**config.mk**
```make
export PLATFORM = sky130hd
export DESIGN_NAME = irqd_dispatch
export DESIGN_NICKNAME = d
export VERILOG_FILES = /design/src/rtl/irqd_pkg.sv /design/src/rtl/irqd_pick.sv /design/src/rtl/irqd_plan.sv /design/src/rtl/irqd_dispatch.sv
export SDC_FILE = /design/constraint.sdc
export NUM_CORES = 1
export LEC_CHECK = 0
export ABC_AREA = 1
export BUFFER_PORTS_ARGS = -buffer_cell sky130_fd_sc_hd__clkbuf_2
export CORE_ASPECT_RATIO = 1.25
export CORE_UTILIZATION = 30
export CTS_CLUSTER_DIAMETER = 80
export CTS_CLUSTER_SIZE = 30
export DETAILED_ROUTE_END_ITERATION = 8
export GPL_TIMING_DRIVEN = 0
export PLACE_DENSITY = 0.61
export SLEW_MARGIN = 15
export SYNTH_ARGS = -nofsm -noshare
export SYNTH_HDL_FRONTEND = slang
export SYNTH_SLANG_ARGS = --single-unit
```
**constraint.sdc**
```tcl
create_clock -name clk -period 2 [get_ports clk]
set_input_delay 0.5 -clock clk [delete_from_list [all_inputs] [get_ports clk]]
set_output_delay 0.5 -clock clk [all_outputs]
set_load 0.1 [all_outputs]
```
**src/rtl/irqd_pkg.sv**
```systemverilog
package irqd_pkg;
    localparam int NREQ   = 7;
    localparam int VEC_W  = 8;
    localparam int CODE_W = 8;
    localparam int ACT_W  = 3;

    localparam int IX_POLL = 0;
    localparam int IX_SIPI = 1;
    localparam int IX_SMI  = 2;
    localparam int IX_NMI  = 3;
    localparam int IX_MCE  = 4;
    localparam int IX_HARD = 5;
    localparam int IX_VIRQ = 6;

    localparam logic [VEC_W-1:0]  NMI_VECTOR  = VEC_W'(2);
    localparam logic [VEC_W-1:0]  MCE_VECTOR  = VEC_W'(18);
    localparam logic [CODE_W-1:0] CODE_INTR   = CODE_W'(8'h60);
    localparam logic [CODE_W-1:0] CODE_NMI    = CODE_W'(8'h61);
    localparam logic [CODE_W-1:0] CODE_SMI    = CODE_W'(8'h62);
    localparam logic [CODE_W-1:0] CODE_VINTR  = CODE_W'(8'h64);

    typedef enum logic [ACT_W-1:0] {
        ACT_NONE    = 3'd0,
        ACT_POLL    = 3'd1,
        ACT_SIPI    = 3'd2,
        ACT_SMM     = 3'd3,
        ACT_DELIVER = 3'd4
    } irqd_act_e;

    typedef struct packed {
        irqd_act_e          act;
        logic [VEC_W-1:0]   vec;
        logic               hw;
        logic               icpt;
        logic [CODE_W-1:0]  code;
        logic [NREQ-1:0]    clr;
        logic               set_nmi;
        logic               clr_virq;
    } irqd_plan_t;

    function automatic logic [NREQ-1:0] lowest_one(input logic [NREQ-1:0] v);
        return v & (~v + NREQ'(1));
    endfunction
endpackage

```
**src/rtl/irqd_pick.sv**
```systemverilog
module irqd_pick
    import irqd_pkg::*;
(
    input  logic [NREQ-1:0] pend,
    output logic [NREQ-1:0] grant
);
    for (genvar i = 0; i < NREQ; i++) begin : g_pri
        if (i == 0) begin : g_first
            assign grant[i] = pend[i];
        end else begin : g_rest
            assign grant[i] = pend[i] & ~(|pend[i-1:0]);
        end
    end
endmodule

```
**src/rtl/irqd_plan.sv**
```systemverilog
module irqd_plan
    import irqd_pkg::*;
(
    input  logic [NREQ-1:0]  grant,
    input  logic [VEC_W-1:0] ext_vec,
    input  logic [VEC_W-1:0] virt_vec,
    output irqd_plan_t       plan
);
    always_comb begin
        plan = '0;
        plan.act = ACT_NONE;
        if (grant[IX_POLL]) begin
            plan.act = ACT_POLL;
            plan.clr[IX_POLL] = 1'b1;
        end else if (grant[IX_SIPI]) begin
            plan.act = ACT_SIPI;
        end else if (grant[IX_SMI]) begin
            plan.act  = ACT_SMM;
            plan.icpt = 1'b1;
            plan.code = CODE_SMI;
            plan.clr[IX_SMI] = 1'b1;
        end else if (grant[IX_NMI]) begin
            plan.act     = ACT_DELIVER;
            plan.icpt    = 1'b1;
            plan.code    = CODE_NMI;
            plan.vec     = NMI_VECTOR;
            plan.hw      = 1'b1;
            plan.set_nmi = 1'b1;
            plan.clr[IX_NMI] = 1'b1;
        end else if (grant[IX_MCE]) begin
            plan.act = ACT_DELIVER;
            plan.vec = MCE_VECTOR;
            plan.clr[IX_MCE] = 1'b1;
        end else if (grant[IX_HARD]) begin
            plan.act  = ACT_DELIVER;
            plan.icpt = 1'b1;
            plan.code = CODE_INTR;
            plan.vec  = ext_vec;
            plan.hw   = 1'b1;
            plan.clr[IX_HARD] = 1'b1;
            plan.clr[IX_VIRQ] = 1'b1;
        end else if (grant[IX_VIRQ]) begin
            plan.act      = ACT_DELIVER;
            plan.icpt     = 1'b1;
            plan.code     = CODE_VINTR;
            plan.vec      = virt_vec;
            plan.hw       = 1'b1;
            plan.clr_virq = 1'b1;
            plan.clr[IX_VIRQ] = 1'b1;
        end
    end
endmodule

```
**src/rtl/irqd_dispatch.sv**
```systemverilog
module irqd_dispatch
    import irqd_pkg::*;
(
    input  logic                 clk,
    input  logic                 rst,
    input  logic                 in_valid,
    output logic                 in_ready,
    input  logic [NREQ-1:0]      pend_in,
    input  logic [VEC_W-1:0]     ext_vec,
    input  logic [VEC_W-1:0]     virt_vec,
    input  logic                 nmi_blk_in,
    input  logic                 virq_ctl_in,
    output logic                 out_valid,
    output logic                 taken,
    output logic [ACT_W-1:0]     action,
    output logic [VEC_W-1:0]     vector,
    output logic                 hw_int,
    output logic                 icpt_strobe,
    output logic [CODE_W-1:0]    icpt_code,
    output logic [NREQ-1:0]      pend_out,
    output logic                 nmi_blk_out,
    output logic                 virq_ctl_out
);
    logic [NREQ-1:0] grant;
    irqd_plan_t      plan;
    logic            accept;

    irqd_pick u_pick (.pend(pend_in), .grant(grant));

    irqd_plan u_plan (
        .grant    (grant),
        .ext_vec  (ext_vec),
        .virt_vec (virt_vec),
        .plan     (plan)
    );

    assign in_ready = ~out_valid;
    assign accept   = in_valid & in_ready;

    always_ff @(posedge clk) begin
        if (rst) begin
            out_valid    <= 1'b0;
            taken        <= 1'b0;
            icpt_strobe  <= 1'b0;
            action       <= ACT_NONE;
            vector       <= '0;
            hw_int       <= 1'b0;
            icpt_code    <= '0;
            pend_out     <= '0;
            nmi_blk_out  <= 1'b0;
            virq_ctl_out <= 1'b0;
        end else if (accept) begin
            out_valid    <= 1'b1;
            taken        <= |grant;
            icpt_strobe  <= plan.icpt;
            action       <= plan.act;
            vector       <= plan.vec;
            hw_int       <= plan.hw;
            icpt_code    <= plan.code;
            pend_out     <= pend_in & ~plan.clr;
            nmi_blk_out  <= nmi_blk_in | plan.set_nmi;
            virq_ctl_out <= virq_ctl_in & ~plan.clr_virq;
        end else begin
            out_valid    <= 1'b0;
            taken        <= 1'b0;
            icpt_strobe  <= 1'b0;
        end
    end
endmodule

```
==> impl_metrics.tcl, run 1 <==
set metrics [dict create \
    worstPathArrival_ps 1160 \
    crit_path_start "icpt_code[5]$_SDFFE_PP0P_" \
    area_delta_synth_final_pct 32.8 \
    antenna_cells 0 \
    cts_tree "built" \
    status "completed" \
    die_x_um 60.1 \
    cts_sinks 27 \
    ys_ff_latch 27 \
    ys.flop_type "dfxtp_1" \
    cp.required_ps 1500 \
    skew_ps 2.40 \
    postSynthAreaPerCell_um2 7.85 \
    syn_area_mm2 0.00126 \
    async_flop_share_pct 0 \
    grt_use_total_pct 15.1 \
    gp_congestion 0.812 \
    synth_top_area_share_pct 42.8 \
    hp-class "in2reg" \
    cts_setup_buffers 0 \
    ios 61 \
    cts.repair.resized 0 \
    crit_path_end_kind "output pin" \
    grt_first_pass_wirelength_um 5060 \
    reg2regPathDepth 5 \
    ir_drop_v 0.000257 \
    numCtsBuffers 3 \
    finalMaxSlewViolations 0 \
    nFillCells 447 \
    power.leakage_nw 0.793 \
    dr.first_iter.drc_count 28 \
    wl_per_cell_um 11.0 \
    grt_overflow_total 0 \
    holdBufCountCts 0 \
    crit_path_max_fanout 3 \
    io_buffers 56 \
    syn_inst 161 \
    setup-violations-final 0 \
    crit_path_start_kind "flip-flop" \
    max_cap_violations 0 \
    vias_per_cell 4.37 \
    synthDistinctLibCells 23 \
    drt-total-wl_um 3070 \
    synth.most_common_cell "nand2_1" \
    fin_hold_ws_ps 433 \
    synth_common_cells "41 x nand2_1, 27 x dfxtp_1, 18 x nand3_1, 16 x a21oi_1, 10 x nor2_1" \
    first_pass_iters 4 \
    endpoint "icpt_code[6]" \
    path_clk_slew_ps 90 \
    setup_tns_ps 0 \
    slew_headroom_pct 63.5 \
    vias 1224 \
    dieHeight_um 74.6 \
    power.density_mw_per_mm2 725 \
    grt_pass1_vias 1180 \
    timing.rr.start "out_valid$_SDFF_PP0_" \
    r2r_setup_slack_ps 670 \
    antenna_found_initial 0 \
    ant_nets 0 \
    reg2reg_to "vector[7]$_SDFFE_PP0P_" \
    hold_viol_final 0 \
    post-route-period-util_pct 83.2 \
    rsz0062_at_grt "no" \
    synth_edf_count 0 \
    grt_max_degree 15 \
    ys_seq_area_share_pct 42.8 \
    start_util_pct 31.1 \
    drc 0 \
    cts_max_level 1 \
    cts.path.max_buffers 2 \
    crit_type "reg2out" \
    yosysTopAreaCell "dfxtp_1" \
    dp_hpwl_um 2440 \
    period_needed_ps 1660 \
    max_freq_mhz 601 \
    yosys-top-cells-area "dfxtp_1 43%, nand2_1 12%, nand3_1 7.1%, a21oi_1 6.3%, nand3_2 4.8%" \
    clk_latency_ps 270 \
    die-area_mm2 0.00448 \
    rows 26 \
    cts_root_buf "clkbuf_8" \
    worst_pin_slew_ps 549 \
    fin_nets 253 \
    drive_gt1_share_pct 39.7 \
    synth_warnings 0 \
    coreArea_mm2 0.00407 \
]
[registers in the layout (all words and copies together) (netlist names)]
name	flops
icpt_code	4
nmi_blk_out	1
virq_ctl_out	1
taken	1
action	3
vector	8
hw_int	1
out_valid	1
icpt_strobe	1
pend_out	6
[metal layers]
layer  vias to the layer above  routed length (µm)  global-route usage, %
met1                       520                1390                   18.5
li1                        650                   -                      -
met4                         0                  40                   5.43
met2                        50                1460                   26.3
met5                         -                   0                      0
met3                         4                 186                   2.26
[kinds of logic (layout without fill, tap and decap cells)]
family | count (synthesis) | after routing | share of synthesized area (%)
AND/OR/NAND/NOR | 81 | 81 | 32.3
AO/OA/AOI/OAI | 32 | 32 | 15.3
flip-flops | 27 | 27 | 42.8
buffers and inverters | 20 | 80 | 9.31
other | 1 | 4 | 0.297
[final cells by class]
type / count / area (µm²) / share of cell area [%]
plain buffers: 13 / 91.3 / 5.44
clock buffers: 4 / 45.0 / 2.68
inverters: 7 / 30.0 / 1.79
multi-input cells: 117 / 617 / 36.8
flip-flops and latches: 27 / 544 / 32.4
well taps: 56 / 70.1 / 4.18
repair buffers: 56 / 280 / 16.7
[worst min-delay path by stage]
stage	start	endpoint	slack, ps	depth (start not counted)
6_report	rst	out_valid$_SDFF_PP0_	430	2
3_3_place_gp	pend_out[5]$_SDFFE_PP0P_	pend_out[5]$_SDFFE_PP0P_	450	2
5_1_grt	rst	out_valid$_SDFF_PP0_	440	2
4_1_cts	rst	out_valid$_SDFF_PP0_	420	2
2_1_floorplan	rst	out_valid$_SDFF_PP0_	580	1
3_5_place_dp	action[2]$_SDFFE_PP0P_	action[2]$_SDFFE_PP0P_	460	2
[placed cells by master (no fill, tap or decap), types with 2 or more instances in the layout]
cell      Yosys  routed
nor2_1       10      10
clkbuf_1      3       4
nor2_4        2       2
dfxtp_1      27      26
inv_1         7       6
buf_4         6       6
o211ai_1      2       2
a21oi_2       6       6
nand3_2       6       6
conb_1        1       4
buf_2         3       3
clkbuf_8      0       3
o21ai_0       5       5
nand2_1      41      41
a21oi_1      16      16
clkbuf_2      0      56
nand3_1      18      18
[worst max-delay path, cell delays in order (launching register included)]
cell and delay (ps):
dfxtp_1 350, buf_4 110, clkbuf_2 440
[power by group]
part	total [mW]	internal (mW)	switching, mW
sequential	0.568	0.558	0.0103
clock	0.301	0.143	0.159
combinational	0.348	0.0662	0.282
[stage by stage]
| stage | util [%] | cell area (µm²) | power (mW) | std cells | worst slack, ps |
|---|---|---|---|---|---|
| 3_5_place_dp | 40.2 | 1630 | 0.931 | 276 | 375 |
| 6_report | 41.3 | 1680 | 1.22 | 280 | 336 |
| 5_1_grt | 41.3 | 1680 | 1.27 | 280 | 277 |
| 2_1_floorplan | - | 1280 | 0.853 | 164 | 37.2 |
| 4_1_cts | 41.3 | 1680 | 1.23 | 280 | 323 |
| 3_3_place_gp | 40.2 | 1630 | 0.930 | 276 | 393 |
No activity file was read; power rests on OpenSTA's default activity.
==> run 2, diff against run 1 <==
--- a/config.mk
+++ b/config.mk
@@ -13,7 +13,7 @@
 export CTS_CLUSTER_SIZE = 30
 export DETAILED_ROUTE_END_ITERATION = 8
 export GPL_TIMING_DRIVEN = 0
-export PLACE_DENSITY = 0.61
+export PLACE_DENSITY = 0.63
 export SLEW_MARGIN = 15
 export SYNTH_ARGS = -nofsm -noshare
 export SYNTH_HDL_FRONTEND = slang
==> constraint.sdc (replaced) <==
create_clock -name clk -period 1.44 [get_ports clk]
set_input_delay 0.36 -clock clk [delete_from_list [all_inputs] [get_ports clk]]
set_output_delay 0.36 -clock clk [all_outputs]
set_load 0.1 [all_outputs]
==> run 2 against run 1 <==
Compared with the run above: non-clock buffer count unchanged; worst hold slack worse by 140 ps; combinational power up 47%; sequential power grew 39%; largest power group unchanged; critical endpoint is now action[0]; register-to-register slack worse by 320 ps; clock power rose by 42%; critical path type unchanged; power rose by 42%; count of clock-buffer cells in the layout down 1; global-route usage up 0.28 points; setup slack worse by 290 ps; final cell count unchanged.
==> impl_metrics.tcl, run 2 (synthesis gave the netlist of run 1 again) <==
set metrics [dict create \
    power.density_mw_per_mm2 977 \
    drt-met1-wl_um 1370 \
    layout_common_cells "40 x nand2_1, 29 x clkbuf_2, 25 x dfxtp_1" \
    slew_headroom_pct 64.2 \
    reg.largest.list "vector x8, pend_out x6, icpt_code x4" \
    max_freq_mhz 718 \
    cpMaxStageDelayCell "buf_2" \
    power.leakage_nw 0.824 \
    crit_path_max_fanout 2 \
    vias_per_cell 4.51 \
    grt_first_pass_wirelength_um 5090 \
    largest_reg_flops 8 \
    cts.path.max_buffers 2 \
    coreArea_mm2 0.00407 \
    path_buf_inv 1 \
    max_cap_violations 0 \
    reg2regPathDepth 6 \
    status "completed" \
    layout_commonest_cell "nand2_1" \
    area_delta_synth_final_pct 39.8 \
    timing.rr.start "out_valid$_SDFF_PP0_" \
    grt_max_degree 16 \
    rows 26 \
    ant_nets 0 \
    crit_chain "buf_2" \
    path_clk_slew_ps 90 \
    gp_congestion 0.799 \
    post-route-period-util_pct 96.8 \
    reg2reg_to "pend_out[5]$_SDFFE_PP0P_" \
    finalMaxSlewViolations 0 \
    fin_nets 253 \
    setup-violations-final 0 \
    crit_type "reg2out" \
    dp_hpwl_um 2480 \
    crit_path_end_kind "output pin" \
    start_util_pct 31.1 \
    worstPathArrival_ps 1030 \
    first_pass_iters 4 \
    hold_viol_final 0 \
    rsz0062_at_grt "no" \
    drt-total-wl_um 3140 \
    crit_path_start_kind "flip-flop" \
    numCtsBuffers 3 \
    cts_root_buf "clkbuf_8" \
    die_x_um 60.1 \
    finalInstanceArea_mm2 0.00177 \
    io_buffers 56 \
    drc 0 \
    dr.first_iter.drc_count 28 \
    cp.required_ps 1080 \
    setup_tns_ps 0 \
    ir_drop_v 0.000315 \
    clk_latency_ps 270 \
    hold_depth 2 \
    highest_layer "met4" \
    cts_tree "built" \
    holdBufCountCts 0 \
    r2r_setup_slack_ps 350 \
    regMostFlops "vector" \
    wl_per_cell_um 11.2 \
    cts_sinks 27 \
    grt_use_total_pct 15.3 \
    wl_met2_um 1530 \
    wl_met3_um 190 \
    die-area_mm2 0.00448 \
    cts_setup_buffers 0 \
    antenna_found_initial 0 \
    worst_pin_slew_ps 539 \
    period_needed_ps 1390 \
    skew_ps 3.32 \
    cts_max_level 1 \
    postPlaceCellArea_mm2 0.00168 \
    drive_gt1_share_pct 42.9 \
    holdPathEnd "out_valid$_SDFF_PP0_" \
    grt_pass1_vias 1150 \
    power_mw 1.73 \
    vias 1264 \
    crit_family "buffers and inverters" \
    cpPeakStageDelay_ps 420 \
    holdCritStartpoint "rst" \
    grt_overflow_total 0 \
    hp-class "in2reg" \
    ios 61 \
    dieHeight_um 74.6 \
    antenna_cells 0 \
]
==> run 2: worst max path at each step <==
| stage | start | end | slack (ps) | depth (start not counted) |
|---|---|---|---|---|
| 2_1_floorplan | out_valid$_SDFF_PP0_ | vector[0]$_SDFFE_PP0P_ | -360 | 5 |
| 3_3_place_gp | pend_in[1] | vector[6]$_SDFFE_PP0P_ | -50 | 9 |
| 3_5_place_dp | pend_in[1] | vector[6]$_SDFFE_PP0P_ | -60 | 9 |
| 4_1_cts | vector[1]$_SDFFE_PP0P_ | vector[1] | 1 | 1 |
| 5_1_grt | action[0]$_SDFFE_PP0P_ | action[0] | 5 | 1 |
| 6_report | action[0]$_SDFFE_PP0P_ | action[0] | 50 | 1 |
==> run 2: repair_timing <==
action / 4_1_cts / 5_1_grt
gates resized for setup: 14 / 19
cloned: 0 / 0
setup endpoints to repair: 14 / 15
==> run 2: area by class of cell <==
class | instances | area, µm²
plain buffers | 13 | 118
repair buffers | 56 | 325
flip-flops and latches | 27 | 546
clock buffers | 3 | 41.3
well taps | 56 | 70.1
inverters | 7 | 32.5
multi-input cells | 117 | 629
clock inverters | 1 | 5.00
fillers | 455 | 2300
==> run 2: metrics by stage <==
step	setup slack, ps	instances	util, %	hold WS (ps)
global placement	-51.1	276	41.2	449
detailed placement	-57.1	276	41.2	453
floorplan	-362	164	-	442
finish	46.4	280	43.4	297
global route	5.27	280	43.4	297
CTS	0.994	280	43.2	294
==> run 2: where the power goes <==
part	switching [mW]	internal [mW]	total [mW]
clock network	0.232	0.194	0.426
registers	0.0139	0.774	0.788
logic	0.398	0.114	0.512
total	0.644	1.08	1.73
==> run 2: per-layer routing <==
layer	up-vias	track usage, %
li1	654	-
met1	564	18.5
met2	41	26.3
met3	5	3.13
met4	0	6.20
met5	-	0
